===== src/rtl/smb_pkg.sv =====
package smb_pkg;
  typedef enum logic {
    SEQ_IDLE = 1'b0,
    SEQ_RUN  = 1'b1
  } seq_state_e;
endpackage


===== src/rtl/smb_seq.sv =====
module smb_seq
  import smb_pkg::*;
#(
  parameter int unsigned NUM_STATES  = 512,
  parameter int unsigned OVERHEAD    = 13,
  parameter int unsigned BLOCK_STEPS = 256,
  localparam int unsigned STEP_LEN   = NUM_STATES + OVERHEAD,
  localparam int unsigned PH_W       = $clog2(STEP_LEN),
  localparam int unsigned ST_W       = $clog2(BLOCK_STEPS)
) (
  input  logic            clk_i,
  input  logic            rst_ni,
  input  logic            start_i,
  output logic            run_o,
  output logic [PH_W-1:0] phase_o,
  output logic [ST_W-1:0] step_o,
  output logic            rd_en_o,
  output logic            first_step_o,
  output logic            last_step_o,
  output logic            step_done_o
);
  localparam logic [PH_W-1:0] LAST_PH = PH_W'(STEP_LEN - 1);
  localparam logic [PH_W-1:0] RD_END  = PH_W'(NUM_STATES);
  localparam logic [ST_W-1:0] LAST_ST = ST_W'(BLOCK_STEPS - 1);

  seq_state_e      state_q;
  logic [PH_W-1:0] phase_q;
  logic [ST_W-1:0] step_q;
  logic            at_step_end, at_block_end;

  assign at_step_end  = (state_q == SEQ_RUN) && (phase_q == LAST_PH);
  assign at_block_end = at_step_end && (step_q == LAST_ST);

  always_ff @(posedge clk_i or negedge rst_ni) begin
    if (!rst_ni) begin
      state_q <= SEQ_IDLE;
      phase_q <= '0;
      step_q  <= '0;
    end else begin
      unique case (state_q)
        SEQ_IDLE: begin
          if (start_i) begin
            state_q <= SEQ_RUN;
            phase_q <= '0;
            step_q  <= '0;
          end
        end
        default: begin
          if (at_block_end) begin
            // chaining strobe only honoured here
            phase_q <= '0;
            step_q  <= '0;
            if (!start_i) state_q <= SEQ_IDLE;
          end else if (at_step_end) begin
            phase_q <= '0;
            step_q  <= step_q + ST_W'(1);
          end else begin
            phase_q <= phase_q + PH_W'(1);
          end
        end
      endcase
    end
  end

  assign run_o        = (state_q == SEQ_RUN);
  assign phase_o      = phase_q;
  assign step_o       = step_q;
  assign rd_en_o      = run_o && (phase_q < RD_END);
  assign first_step_o = (step_q == '0);
  assign last_step_o  = (step_q == LAST_ST);
  assign step_done_o  = at_step_end;

  AST_BLOCK_END_IDLE: assert property (@(posedge clk_i) disable iff (!rst_ni)
    (step_done_o && last_step_o && !start_i) |=> !run_o);
  AST_BLOCK_CHAIN: assert property (@(posedge clk_i) disable iff (!rst_ni)
    (step_done_o && last_step_o && start_i) |=> (run_o && step_o == '0 && phase_o == '0));
  AST_MID_START_IGNORED: assert property (@(posedge clk_i) disable iff (!rst_ni)
    (run_o && !(step_done_o && last_step_o) && start_i) |=> (run_o && (phase_o != '0 || step_o != '0)));
endmodule


===== src/rtl/smb_rdpipe.sv =====
module smb_rdpipe #(
  parameter int unsigned SA_W = 9,
  parameter int unsigned SM_W = 8
) (
  input  logic            clk_i,
  input  logic            rst_ni,
  input  logic            rd_en_i,
  input  logic [SA_W-1:0] rd_idx_i,
  input  logic            rd_bank_i,
  input  logic            first_i,
  input  logic            last_i,
  input  logic [SM_W-1:0] wk_rd_data_i,
  input  logic [SM_W-1:0] acs_data_i,
  output logic            wr_en_o,
  output logic [SA_W:0]   wr_addr_o,
  output logic [SM_W-1:0] wr_data_o,
  output logic [SM_W-1:0] sm_o,
  output logic            dly_we_o,
  output logic [SM_W-1:0] dly_wdata_o
);
  logic            vld_q, bank_q, first_q, last_q;
  logic [SA_W-1:0] idx_q;
  logic [SM_W-1:0] init_val;

  always_ff @(posedge clk_i or negedge rst_ni) begin
    if (!rst_ni) begin
      vld_q   <= 1'b0;
      bank_q  <= 1'b0;
      first_q <= 1'b0;
      last_q  <= 1'b0;
      idx_q   <= '0;
    end else begin
      vld_q <= rd_en_i;
      if (rd_en_i) begin
        bank_q  <= rd_bank_i;
        first_q <= first_i;
        last_q  <= last_i;
        idx_q   <= rd_idx_i;
      end
    end
  end

  // state 0 best, all others worst
  assign init_val    = (idx_q == '0) ? '0 : '1;
  assign wr_en_o     = vld_q;
  assign wr_addr_o   = {~bank_q, idx_q};
  assign wr_data_o   = acs_data_i;
  assign sm_o        = first_q ? init_val : wk_rd_data_i;
  assign dly_we_o    = vld_q;
  assign dly_wdata_o = last_q ? init_val : wk_rd_data_i;
endmodule


===== src/rtl/smb_dly_addr.sv =====
module smb_dly_addr #(
  parameter int unsigned DEPTH = 4096,
  localparam int unsigned AW   = $clog2(DEPTH)
) (
  input  logic          clk_i,
  input  logic          rst_ni,
  input  logic          we_i,
  output logic [AW-1:0] addr_o
);
  localparam logic [AW-1:0] LAST = AW'(DEPTH - 1);

  logic [AW-1:0] addr_q;

  always_ff @(posedge clk_i or negedge rst_ni) begin
    if (!rst_ni)   addr_q <= '0;
    else if (we_i) addr_q <= (addr_q == LAST) ? '0 : addr_q + AW'(1);
  end

  assign addr_o = addr_q;

  AST_DLY_WRAP: assert property (@(posedge clk_i) disable iff (!rst_ni)
    (we_i && addr_o == LAST) |=> (addr_o == '0));
  AST_DLY_HOLD: assert property (@(posedge clk_i) disable iff (!rst_ni)
    !we_i |=> $stable(addr_o));
endmodule


===== src/rtl/smb_ctrl.sv =====
module smb_ctrl #(
  parameter int unsigned NUM_STATES  = 512,
  parameter int unsigned OVERHEAD    = 13,
  parameter int unsigned BLOCK_STEPS = 256,
  parameter int unsigned DLY_DEPTH   = 4096,
  parameter int unsigned SM_W        = 8,
  localparam int unsigned SA_W       = $clog2(NUM_STATES),
  localparam int unsigned DLY_AW     = $clog2(DLY_DEPTH),
  localparam int unsigned PH_W       = $clog2(NUM_STATES + OVERHEAD),
  localparam int unsigned ST_W       = $clog2(BLOCK_STEPS)
) (
  input  logic              clk_i,
  input  logic              rst_ni,
  input  logic              start_i,
  input  logic [SM_W-1:0]   wk_rd_data_i,
  input  logic [SM_W-1:0]   acs_data_i,
  output logic              wk_rd_en_o,
  output logic [SA_W:0]     wk_rd_addr_o,
  output logic              wk_wr_en_o,
  output logic [SA_W:0]     wk_wr_addr_o,
  output logic [SM_W-1:0]   wk_wr_data_o,
  output logic [SM_W-1:0]   sm_o,
  output logic              dly_we_o,
  output logic [DLY_AW-1:0] dly_addr_o,
  output logic [SM_W-1:0]   dly_wdata_o,
  output logic              step_done_o,
  output logic              busy_o
);
  logic            run, rd_en, first_step, last_step;
  logic [PH_W-1:0] phase;
  logic [ST_W-1:0] step;
  logic            dly_we;

  smb_seq #(
    .NUM_STATES (NUM_STATES),
    .OVERHEAD   (OVERHEAD),
    .BLOCK_STEPS(BLOCK_STEPS)
  ) u_seq (
    .clk_i       (clk_i),
    .rst_ni      (rst_ni),
    .start_i     (start_i),
    .run_o       (run),
    .phase_o     (phase),
    .step_o      (step),
    .rd_en_o     (rd_en),
    .first_step_o(first_step),
    .last_step_o (last_step),
    .step_done_o (step_done_o)
  );

  // bank alternates with step parity
  assign wk_rd_en_o   = rd_en;
  assign wk_rd_addr_o = {step[0], phase[SA_W-1:0]};
  assign busy_o       = run;

  smb_rdpipe #(
    .SA_W(SA_W),
    .SM_W(SM_W)
  ) u_rdpipe (
    .clk_i       (clk_i),
    .rst_ni      (rst_ni),
    .rd_en_i     (rd_en),
    .rd_idx_i    (phase[SA_W-1:0]),
    .rd_bank_i   (step[0]),
    .first_i     (first_step),
    .last_i      (last_step),
    .wk_rd_data_i(wk_rd_data_i),
    .acs_data_i  (acs_data_i),
    .wr_en_o     (wk_wr_en_o),
    .wr_addr_o   (wk_wr_addr_o),
    .wr_data_o   (wk_wr_data_o),
    .sm_o        (sm_o),
    .dly_we_o    (dly_we),
    .dly_wdata_o (dly_wdata_o)
  );

  assign dly_we_o = dly_we;

  smb_dly_addr #(
    .DEPTH(DLY_DEPTH)
  ) u_dly_addr (
    .clk_i (clk_i),
    .rst_ni(rst_ni),
    .we_i  (dly_we),
    .addr_o(dly_addr_o)
  );

  AST_BANKS_DISJOINT: assert property (@(posedge clk_i) disable iff (!rst_ni)
    (wk_rd_en_o && wk_wr_en_o) |-> (wk_rd_addr_o[SA_W] != wk_wr_addr_o[SA_W]));
  AST_WR_TRACKS_RD: assert property (@(posedge clk_i) disable iff (!rst_ni)
    wk_wr_en_o |-> ($past(wk_rd_en_o) && wk_wr_addr_o[SA_W-1:0] == $past(wk_rd_addr_o[SA_W-1:0])));
  AST_QUIET_AFTER_STEP: assert property (@(posedge clk_i) disable iff (!rst_ni)
    step_done_o |=> !wk_wr_en_o);
  AST_DLY_WITH_WR: assert property (@(posedge clk_i) disable iff (!rst_ni)
    dly_we_o |-> wk_wr_en_o);
endmodule


===== config.mk =====
export PLATFORM = sky130hd
export DESIGN_NAME = smb_ctrl
export DESIGN_NICKNAME = d
export VERILOG_FILES = /design/src/rtl/smb_pkg.sv /design/src/rtl/smb_seq.sv /design/src/rtl/smb_rdpipe.sv /design/src/rtl/smb_dly_addr.sv /design/src/rtl/smb_ctrl.sv
export SDC_FILE = /design/constraint.sdc
export NUM_CORES = 1
export LEC_CHECK = 0
export BUFFER_PORTS_ARGS = -buffer_cell sky130_fd_sc_hd__buf_2
export CORE_MARGIN = 3
export CORE_UTILIZATION = 25
export DETAILED_ROUTE_END_ITERATION = 12
export MAX_ROUTING_LAYER = met4
export PLACE_DENSITY = 0.45
export SLEW_MARGIN = 20
export SYNTH_ARGS = -nofsm -noshare
export SYNTH_HDL_FRONTEND = slang
export SYNTH_SLANG_ARGS = --single-unit

===== constraint.sdc =====
create_clock -name clk_i -period 2.75 [get_ports clk_i]
set_clock_uncertainty 0.1 [all_clocks]
set_input_delay 0.4125 -clock clk_i [delete_from_list [all_inputs] [get_ports clk_i]]
set_output_delay 0.4125 -clock clk_i [all_outputs]
set_load 0.05 [all_outputs]

==> out/results.tsv, run 1 <==
metric	value	unit
worst_slew_margin_rel	48.50	%
num_antenna_cells	0	
timing.max_cap.violations	0	
remaining_global_route_overflow	0	
power.density	424.4	mW/mm^2
critPathKind	reg2out	
maximum_number_of_pins_on_one_net_before_global_route_repair	24	
drive_gt1_share	24.70	%
critical_path.slowest_cell	sky130_fd_sc_hd__dfrtp_1	
path_clk_slew	80	ps
layout_commonest_cell	sky130_fd_sc_hd__buf_2	
worst_path_largest_cell_delay	470	ps
syn_nets	302	
grt_pass1_vias	1995	
route.antenna.remaining_nets	0	
dp_worst_setup_slack	575.8	ps
finalHoldViolations	0	
final.setup.tns	0	ps
cts_made_buffers	5	
finalCriticalPeriod	2511	ps
die-area	0.01094	sq mm
timing.final.crit_share	91.32	%
clock_insertion_delay_at_the_later_pin_of_the_skew_report	300	ps
detail_route.drc_violations	0	
chain_of_cells_forming_the_critical_path	inv_1 > ha_1 > and4bb_4 > nand4_2 > inv_2 > buf_2	
final_net_count	351	
critPathTopFamily	buffers and inverters	
resized_after_cts	0	
vias	2059	
die_w	104.6	um
synth-warning-count	0	
setup_viol_count_final	0	
vdd_drop_max	0.1917	mV
outcome	complete, no violations	
drtPass1Iterations	4	
groute.usage.overall	11.19	%
design.core.area	0.009328	sq mm
dp.final_hpwl	4497	um
postLayoutSetupSlackWorst	238.6	ps
cts_htree_levels	2	
nFillCells	1000	
clock_path_buffers	2	
timing.critical_path.arrival	2000	ps
chipHeight	104.6	um
ys_seq_elements	44	
viasPerCell	4.505	
gp_routability_congestion	0.7710	
cts_setup_buffers	0	
placement_rows	35	
max_freq	398.2	MHz
synth-seq-area-share	45.29	%
endpoint_kind	output pin	
worstPathRequired	2240	ps
start_util	26.06	%
ys_async_sr_fraction	100.0	%
finalWirelength	5914	um
netlist_area	0.002431	sq mm
start_kind	flop	
placement.io_buffers	63	
detail_route.wl_per_cell	12.94	um
worstHoldPathType	in2reg	
antenna_found_initial	0	
i_o_pin_count	80	
synth_flop_cell	sky130_fd_sc_hd__dfrtp_1	
post_synth_inst_count	278	
leakage_power_figure	1.460	nW
grt_first_pass_wirelength	9936	um
max_slew.worst_pin.slew	769.6	ps
synth_cell_type_count	42	
numClockSinks	44	
layout.core_utilization	30.93	%
mostFrequentLayoutCells	63 x sky130_fd_sc_hd__buf_2, 56 x sky130_fd_sc_hd__nand2_1, 44 x sky130_fd_sc_hd__dfrtp_1	
initialDrtViolationCount	86	
grt_setup_unrepaired	no	
clock_tree.root_cell	sky130_fd_sc_hd__clkbuf_8	
syn_area_per_cell	8.745	sq um
cts_tree	done	
synth-edff-count	0	
cp_max_fo	8	
area_delta_synth_final	18.68	%
critPathBufInv	3	
timing.final.max_slew_violations	0	
[cells in the mapped netlist, drive strengths merged, types with 2 or more instances]
master | count | area [sq um]
a21o | 2 | 15.01
a21oi | 2 | 10.01
a31oi | 3 | 18.77
and2 | 2 | 12.51
and3 | 4 | 25.02
and4 | 2 | 17.52
buf | 20 | 147.6
clkbuf | 6 | 22.52
dfrtp | 44 | 1101
ha | 5 | 62.56
inv | 16 | 60.05
mux2i | 4 | 40.04
nand2 | 56 | 210.2
nand2b | 2 | 12.51
nand3 | 16 | 80.08
nand4 | 10 | 83.83
nor2 | 11 | 41.29
nor3 | 6 | 41.29
o21ai | 37 | 185.2
o31ai | 2 | 15.01
or2 | 2 | 12.51
or3 | 2 | 12.51
xnor2 | 6 | 52.55
xor2 | 5 | 43.79
[metal layers]
| layer | GRT usage (%) | wire (um) | vias to the layer above | part of all wire, % |
|---|---|---|---|---|
| met5 | - | 0 | - | 0 |
| met3 | 2.532 | 257 | 7 | 4.3 |
| li1 | - | - | 1041 | - |
| met2 | 17.57 | 2705 | 37 | 46 |
| met1 | 14.74 | 2904 | 974 | 49 |
| met4 | 2.718 | 46 | 0 | 0.78 |
[report_power, final]
group | internal (mW) | switching, mW | leakage, nW
clock network | 0.270 | 0.221 | 0.0552
logic | 0.0193 | 0.0679 | 0.852
registers | 0.646 | 0 | 0.553
total | 0.935 | 0.289 | 1.46
[sequential cells by signal (all words and copies together) (netlist names)]
| name | cells |
|---|---|
| u_seq.step_o | 8 |
| u_seq.phase_o | 10 |
| u_rdpipe.first_q | 1 |
| u_dly_addr.addr_o | 12 |
| u_rdpipe.idx_q | 9 |
| u_rdpipe.bank_q | 1 |
| u_rdpipe.last_q | 1 |
| u_rdpipe.dly_we_o | 1 |
| u_seq.run_o | 1 |
[final timing paths]
| check | start | endpoint | slack (ps) | cells past startpoint |
|---|---|---|---|---|
| setup / recovery | u_seq.phase_o[0] | step_done_o | 240 | 6 |
| hold reg to reg | u_rdpipe.bank_q | u_rdpipe.bank_q | 400 | 2 |
| setup reg to reg | u_seq.phase_o[0] | u_seq.step_o[3] | 870 | 6 |
| max in group asynchronous | rst_ni | u_rdpipe.idx_q[3] | 1770 | 3 |
| min in group asynchronous | rst_ni | u_dly_addr.addr_o[10] | 530 | 3 |
| hold / removal | start_i | u_seq.run_o | 280 | 3 |
[stage by stage]
| stage | power (mW) | hold slack, ps | instances | instance area (sq um) |
|---|---|---|---|---|
| after global routing | 1.277 | 306.7 | 457 | 2885 |
| final | 1.225 | 284.8 | 457 | 2885 |
| after CTS | 1.247 | 277.1 | 457 | 2885 |
| after detailed placement | 0.7474 | 323.0 | 448 | 2768 |
| after global placement | 0.7476 | 324.0 | 448 | 2768 |
| after floorplan | 0.7431 | 16.91 | 278 | 2431 |
[worst min-delay path: stages]
cell                      delay (ps)
sky130_fd_sc_hd__buf_2           110
sky130_fd_sc_hd__nor2_1           60
sky130_fd_sc_hd__nand2_1          60
[cells by family after synthesis]
| kind of cell | count (synthesis) | synth area share [%] |
|---|---|---|
| compound gates | 53 | 12.35 |
| xor+xnor | 11 | 3.963 |
| fa+ha+maj | 5 | 2.573 |
| buf+inv | 43 | 9.624 |
| flops | 44 | 45.29 |
| mux | 4 | 1.647 |
| simple gates | 118 | 24.55 |
[cell type report]
cell class / count / area (sq um) / area share (%)
Sequential cell: 44 / 1101 / 38.16
Multi-Input combinational cell: 191 / 1096 / 37.99
Timing Repair Buffer: 68 / 355.3 / 12.32
Tap cell: 129 / 161.4 / 5.594
Clock buffer: 6 / 72.57 / 2.515
Inverter: 17 / 63.81 / 2.212
Clock inverter: 2 / 35.03 / 1.214
[repair_timing]
item | 4_1_cts | 5_1_grt
hold buffers | 1 | 0
endpoints found under the setup margin | 0 | 0
endpoints found under the hold margin | 13 | 0
No activity file was read; power rests on OpenSTA's default activity.
==> inputs of run 2 (changes only) <==
--- a/config.mk
+++ b/config.mk
@@ -10,8 +10,9 @@
 export CORE_UTILIZATION = 25
 export DETAILED_ROUTE_END_ITERATION = 12
 export MAX_ROUTING_LAYER = met4
-export PLACE_DENSITY = 0.45
+export PLACE_DENSITY = 0.47
 export SLEW_MARGIN = 20
 export SYNTH_ARGS = -nofsm -noshare
 export SYNTH_HDL_FRONTEND = slang
 export SYNTH_SLANG_ARGS = --single-unit
+export TNS_END_PERCENT = 30
==> constraint.sdc (replaced) <==
create_clock -name clk_i -period 2.3 [get_ports clk_i]
set_clock_uncertainty 0.1 [all_clocks]
set_input_delay 0.345 -clock clk_i [delete_from_list [all_inputs] [get_ports clk_i]]
set_output_delay 0.345 -clock clk_i [all_outputs]
set_load 0.05 [all_outputs]
==> run 2 against run 1 <==
Core utilization is 0.90 points higher. Register-to-register slack worse by 410 ps. Highest routed layer unchanged. Clock-buffer cell count stayed put. Critical endpoint is now dly_wdata_o[7]. Clock power is 30% higher. Wire length is 0.47% higher. Final area is 2.9% higher.
==> out/results.tsv, run 2 (same netlist as run 1, synthesis figures left out) <==
metric	value	unit
die_w	104.6	um
num_antenna_cells	0	
cts_made_buffers	5	
power.density	510.7	mW/mm^2
clock_path_buffers	2	
post_route_non_filler_standard_cell_count	464	
grt_setup_unrepaired	yes	
layout_commonest_cell	sky130_fd_sc_hd__buf_2	
timing.final.crit_share	95.00	%
worstPathRequired	1860	ps
i_o_pin_count	80	
path_clk_slew	80	ps
maximum_number_of_pins_on_one_net_before_global_route_repair	23	
final_design_area_no_fill	0.002969	sq mm
start_util	26.06	%
chipHeight	104.6	um
combined_area_of_the_multi_input_logic_cells	0.001111	sq mm
vdd_drop_max	0.2695	mV
placed_cells_incl_taps	453	
hold-path-cell-count	3	
start_kind	flop	
end_of_the_worst_register_to_register_path	u_seq.step_o[3]	
route.antenna.remaining_nets	0	
drtPass1Iterations	8	
finalWirelength	5942	um
dp_worst_setup_slack	315.7	ps
grt_first_pass_wirelength	9984	um
dpl-instance-area	0.002805	sq mm
outcome	complete, no violations	
largest_register_ff_count	12	
design.core.area	0.009328	sq mm
placement.io_buffers	63	
groute.usage.overall	11.18	%
worst_reg2reg_path_length_in_cells	5	
setup_viol_count_final	0	
final_net_count	358	
timing.max_cap.violations	0	
max_slew.worst_pin.slew	504.0	ps
cts_htree_levels	2	
numClockSinks	44	
viasPerCell	4.541	
grt_pass1_vias	2018	
worst_slew_margin_rel	66.40	%
timing.final.max_slew_violations	0	
cp_max_fo	8	
clock_insertion_delay_at_the_later_pin_of_the_skew_report	300	ps
max_freq	457.6	MHz
vias	2107	
initialDrtViolationCount	122	
r2r_setup_slack	460	ps
mostFrequentLayoutCells	62 x sky130_fd_sc_hd__buf_2, 56 x sky130_fd_sc_hd__nand2_1, 44 x sky130_fd_sc_hd__dfrtp_1	
finalHoldViolations	0	
endpoint_kind	output pin	
crit-reg2reg-launch	u_seq.step_o[0]	
critPathKind	reg2out	
hold_start	start_i	
leakage_power_figure	1.481	nW
finalCriticalPeriod	2185	ps
postLayoutSetupSlackWorst	114.9	ps
antenna_found_initial	0	
placement_rows	35	
final.setup.tns	0	ps
detail_route.drc_violations	0	
drive_gt1_share	26.87	%
dp.final_hpwl	4394	um
timing.critical_path.arrival	1740	ps
detail_route.wl_per_cell	12.81	um
remaining_global_route_overflow	0	
area_delta_synth_final	22.13	%
whs_endpoint	u_seq.run_o	
whs	215.8	ps
nFillCells	1001	
gp_routability_congestion	0.7865	
cts_tree	done	
die-area	0.01094	sq mm
worstHoldPathType	in2reg	
sequential_cell_area	0.001101	sq mm
clock_tree.root_cell	sky130_fd_sc_hd__clkbuf_8	
==> run 2: critical path: stages (launching register included) <==
cell and delay [ps]:
sky130_fd_sc_hd__dfrtp_1 410, sky130_fd_sc_hd__nor4_2 330, sky130_fd_sc_hd__nand3_1 150, sky130_fd_sc_hd__nand2_1 210, sky130_fd_sc_hd__o21ai_0 130, sky130_fd_sc_hd__buf_2 230
==> run 2: metrics by stage <==
stage	util, %	power (mW)
after floorplan	-	0.8885
after global placement	30.07	0.8935
after detailed placement	30.07	0.8940
after CTS	31.58	1.543
after global routing	31.83	1.577
final	31.83	1.516
==> run 2: what timing repair did <==
| item | in CTS | in global routing |
|---|---|---|
| setup endpoints to repair | 8 | 10 |
| pin swaps | 0 | 1 |
| resized for setup | 2 | 1 |
| endpoints found under the hold margin | 20 | 0 |
| hold buffers | 1 | 0 |
| setup buffers | 0 | 2 |
==> run 2: power breakdown <==
group          switching, mW  leakage, nW  internal (mW)
combinational         0.0820        0.866         0.0230
clock                  0.283       0.0614          0.356
sequential                 0        0.553          0.773
==> run 2: final cells by class <==
class                   instances  share of cell area [%]
clock buffers                   6                   2.781
multi-input cells             191                   37.42
flip-flops and latches         44                   37.08
well taps                     129                   5.436
repair buffers                 75                   13.82
clock inverters                 2                   1.306
inverters                      17                   2.149
==> run 2: per-layer routing <==
layer	part of all wire (%)	vias to the layer above	global-route usage [%]
met1	49	1007	15.26
met5	0	-	-
met2	46	44	17.16
met3	3.9	4	2.347
met4	0.49	0	2.530
li1	-	1052	-
==> run 2: worst max-delay path by stage <==
stage / startpoint / end / cells past startpoint
2_1_floorplan: u_rdpipe.idx_q[2] / dly_wdata_o[0] / 4
3_3_place_gp: u_seq.phase_o[4] / step_done_o / 4
3_5_place_dp: u_seq.phase_o[1] / step_done_o / 6
4_1_cts: u_seq.phase_o[1] / step_done_o / 6
5_1_grt: u_rdpipe.idx_q[2] / dly_wdata_o[4] / 5
6_report: u_rdpipe.idx_q[2] / dly_wdata_o[7] / 5
==> inputs of run 3 (changes only) <==
--- a/config.mk
+++ b/config.mk
@@ -10,7 +10,7 @@
 export CORE_UTILIZATION = 25
 export DETAILED_ROUTE_END_ITERATION = 12
 export MAX_ROUTING_LAYER = met4
-export PLACE_DENSITY = 0.47
+export PLACE_DENSITY = 0.45
 export SLEW_MARGIN = 20
 export SYNTH_ARGS = -nofsm -noshare
 export SYNTH_HDL_FRONTEND = slang
==> constraint.sdc (replaced) <==
create_clock -name clk_i -period 2.4 [get_ports clk_i]
set_clock_uncertainty 0.1 [all_clocks]
set_input_delay 0.36 -clock clk_i [delete_from_list [all_inputs] [get_ports clk_i]]
set_output_delay 0.36 -clock clk_i [all_outputs]
set_load 0.05 [all_outputs]
==> run 3 against run 2 <==
Die area stayed put. Final area shrank 0.21%. Sequential cell count is the same. Critical path type unchanged. Critical endpoint is now step_done_o. Largest cell class unchanged. Core utilization is 0.067 points lower. Worst hold slack improved by 7.1 ps.
==> out/results.tsv, run 3 (same netlist as run 1, synthesis figures left out) <==
metric	value	unit
seq_power_share	51.3	%
max_slew.worst_pin.slew	537.2	ps
timing.final.max_slew_violations	0	
grt_setup_unrepaired	yes	
clock_tree.root_cell	sky130_fd_sc_hd__clkbuf_8	
i_o_pin_count	80	
groute.usage.overall	11.96	%
mostFrequentLayoutCells	62 x sky130_fd_sc_hd__buf_2, 56 x sky130_fd_sc_hd__nand2_1, 44 x sky130_fd_sc_hd__dfrtp_1	
layout.core_utilization	31.76	%
placement_rows	35	
hold-path-cell-count	3	
hold_start	start_i	
switchingPower	366.4	uW
finalCriticalPeriod	2274	ps
postLayoutSetupSlackWorst	126.3	ps
cts_htree_levels	2	
antenna_found_initial	0	
timing.critical_path.arrival	1810	ps
dp.final_hpwl	4658	um
placed_cells_incl_taps	452	
grt_first_pass_wirelength	10500	um
critPathBufInv	3	
final.setup.tns	0	ps
finalPower	1.444	mW
worst_path_largest_cell_delay	440	ps
end_of_the_worst_register_to_register_path	u_seq.step_o[5]	
dpl-instance-area	0.002810	sq mm
setup_viol_count_final	0	
whs	222.8	ps
start_kind	flop	
detail_route.wl_per_cell	13.38	um
max_freq	439.8	MHz
critPathKind	reg2out	
route.antenna.remaining_nets	0	
whs_endpoint	u_seq.run_o	
cts_made_buffers	5	
p_clk_share	41.6	%
viasPerCell	4.576	
finalWirelength	6182	um
final_net_count	356	
dp_worst_setup_slack	317.2	ps
remaining_global_route_overflow	0	
start_util	26.06	%
initialDrtViolationCount	113	
placement.io_buffers	63	
drive_gt1_share	26.43	%
final_design_area_no_fill	0.002963	sq mm
vdd_drop_max	0.2197	mV
grt_pass1_vias	2072	
cellInternalPower	1.078	mW
gp_routability_congestion	0.7731	
chain_of_cells_forming_the_critical_path	inv_1 > ha_1 > and4bb_4 > nand4_4 > inv_4 > buf_4	
clock_insertion_delay_at_the_later_pin_of_the_skew_report	310	ps
combinational_group_share_of_total_power	7.1	%
worst_slew_margin_rel	64.19	%
die-area	0.01094	sq mm
num_antenna_cells	0	
timing.final.crit_share	94.74	%
die_w	104.6	um
finalHoldViolations	0	
power.density	487.5	mW/mm^2
r2r_setup_slack	520	ps
design.core.area	0.009328	sq mm
drtPass1Iterations	4	
detail_route.drc_violations	0	
layout_commonest_cell	sky130_fd_sc_hd__buf_2	
largest_register_ff_count	12	
leakage_power_figure	1.470	nW
critPathTopFamily	simple AND/OR/NAND/NOR gates	
critical_path.slowest_cell	sky130_fd_sc_hd__dfrtp_1	
numClockSinks	44	
maximum_number_of_pins_on_one_net_before_global_route_repair	24	
path_clk_slew	80	ps
power_switching_share	25.37	%
cts_tree	done	
worst_reg2reg_path_length_in_cells	5	
endpoint_kind	output pin	
cp_max_fo	6	
vias	2114	
worstPathRequired	1940	ps
worstHoldPathType	in2reg	
area_delta_synth_final	21.87	%
timing.max_cap.violations	0	
clock_path_buffers	2	
crit-reg2reg-launch	u_seq.step_o[0]	
chipHeight	104.6	um
outcome	complete, no violations	
post_route_non_filler_standard_cell_count	462	
-- run 3: cell count changes in the layout (fill, tap and decap cells not counted) --
cell,change
sky130_fd_sc_hd__inv_2,-1
sky130_fd_sc_hd__clkinvlp_4,+1
sky130_fd_sc_hd__buf_12,+1
sky130_fd_sc_hd__inv_4,+1
sky130_fd_sc_hd__clkbuf_8,-1
sky130_fd_sc_hd__inv_6,+1
sky130_fd_sc_hd__clkinv_4,-1
sky130_fd_sc_hd__buf_4,-3
-- run 3: timing repair --
action / in CTS / in global routing
setup buffers: 0 / 1
gates cloned: 0 / 0
hold buffers: 1 / 0
endpoints found under the setup margin: 2 / 2
resized for setup: 2 / 2
endpoints found under the hold margin: 21 / 0
-- run 3: worst register-to-register path: stages, from the launching register on --
cell                      delay (ps)
sky130_fd_sc_hd__dfrtp_1         460
sky130_fd_sc_hd__ha_1            240
sky130_fd_sc_hd__and3_1          260
sky130_fd_sc_hd__a31oi_1         450
sky130_fd_sc_hd__nand4_1         150
sky130_fd_sc_hd__mux2i_1         150
-- run 3: power by group through the flow --
stage	clock [mW]	combinational (mW)	sequential, mW
2_1_floorplan	0	0.0958	0.756
3_3_place_gp	0	0.103	0.755
3_5_place_dp	0	0.104	0.755
4_1_cts	0.623	0.105	0.741
5_1_grt	0.651	0.110	0.741
6_report	0.601	0.103	0.741
-- run 3: worst max-delay path by stage --
stage                            from  depth (start not counted)  slack [ps]        endpoint
floorplan           u_rdpipe.idx_q[2]                          4         270  dly_wdata_o[0]
global placement     u_seq.phase_o[1]                          6         370     step_done_o
detailed placement   u_seq.phase_o[1]                          6         320     step_done_o
CTS                  u_seq.phase_o[1]                          6          30     step_done_o
global route        u_rdpipe.idx_q[2]                          5          -6         sm_o[7]
finish               u_seq.phase_o[1]                          6         130     step_done_o
-- run 3: metal layers --
metal	GRT usage [%]	vias to the layer above	share of wire, %
met2	18.59	41	48
li1	-	1047	-
met4	3.843	0	0.84
met1	15.56	1019	48
met5	-	-	0
met3	2.656	7	4.1
-- run 3: area by class of cell --
| class | instances | area (sq um) |
|---|---|---|
| fill | 999 | 6365 |
| multi-input combinational | 191 | 1111 |
| sequential | 44 | 1101 |
| timing repair buffer | 73 | 407.9 |
| tap | 129 | 161.4 |
| clock buffer | 5 | 68.82 |
| inverter | 17 | 66.31 |
| clock inverter | 3 | 46.29 |
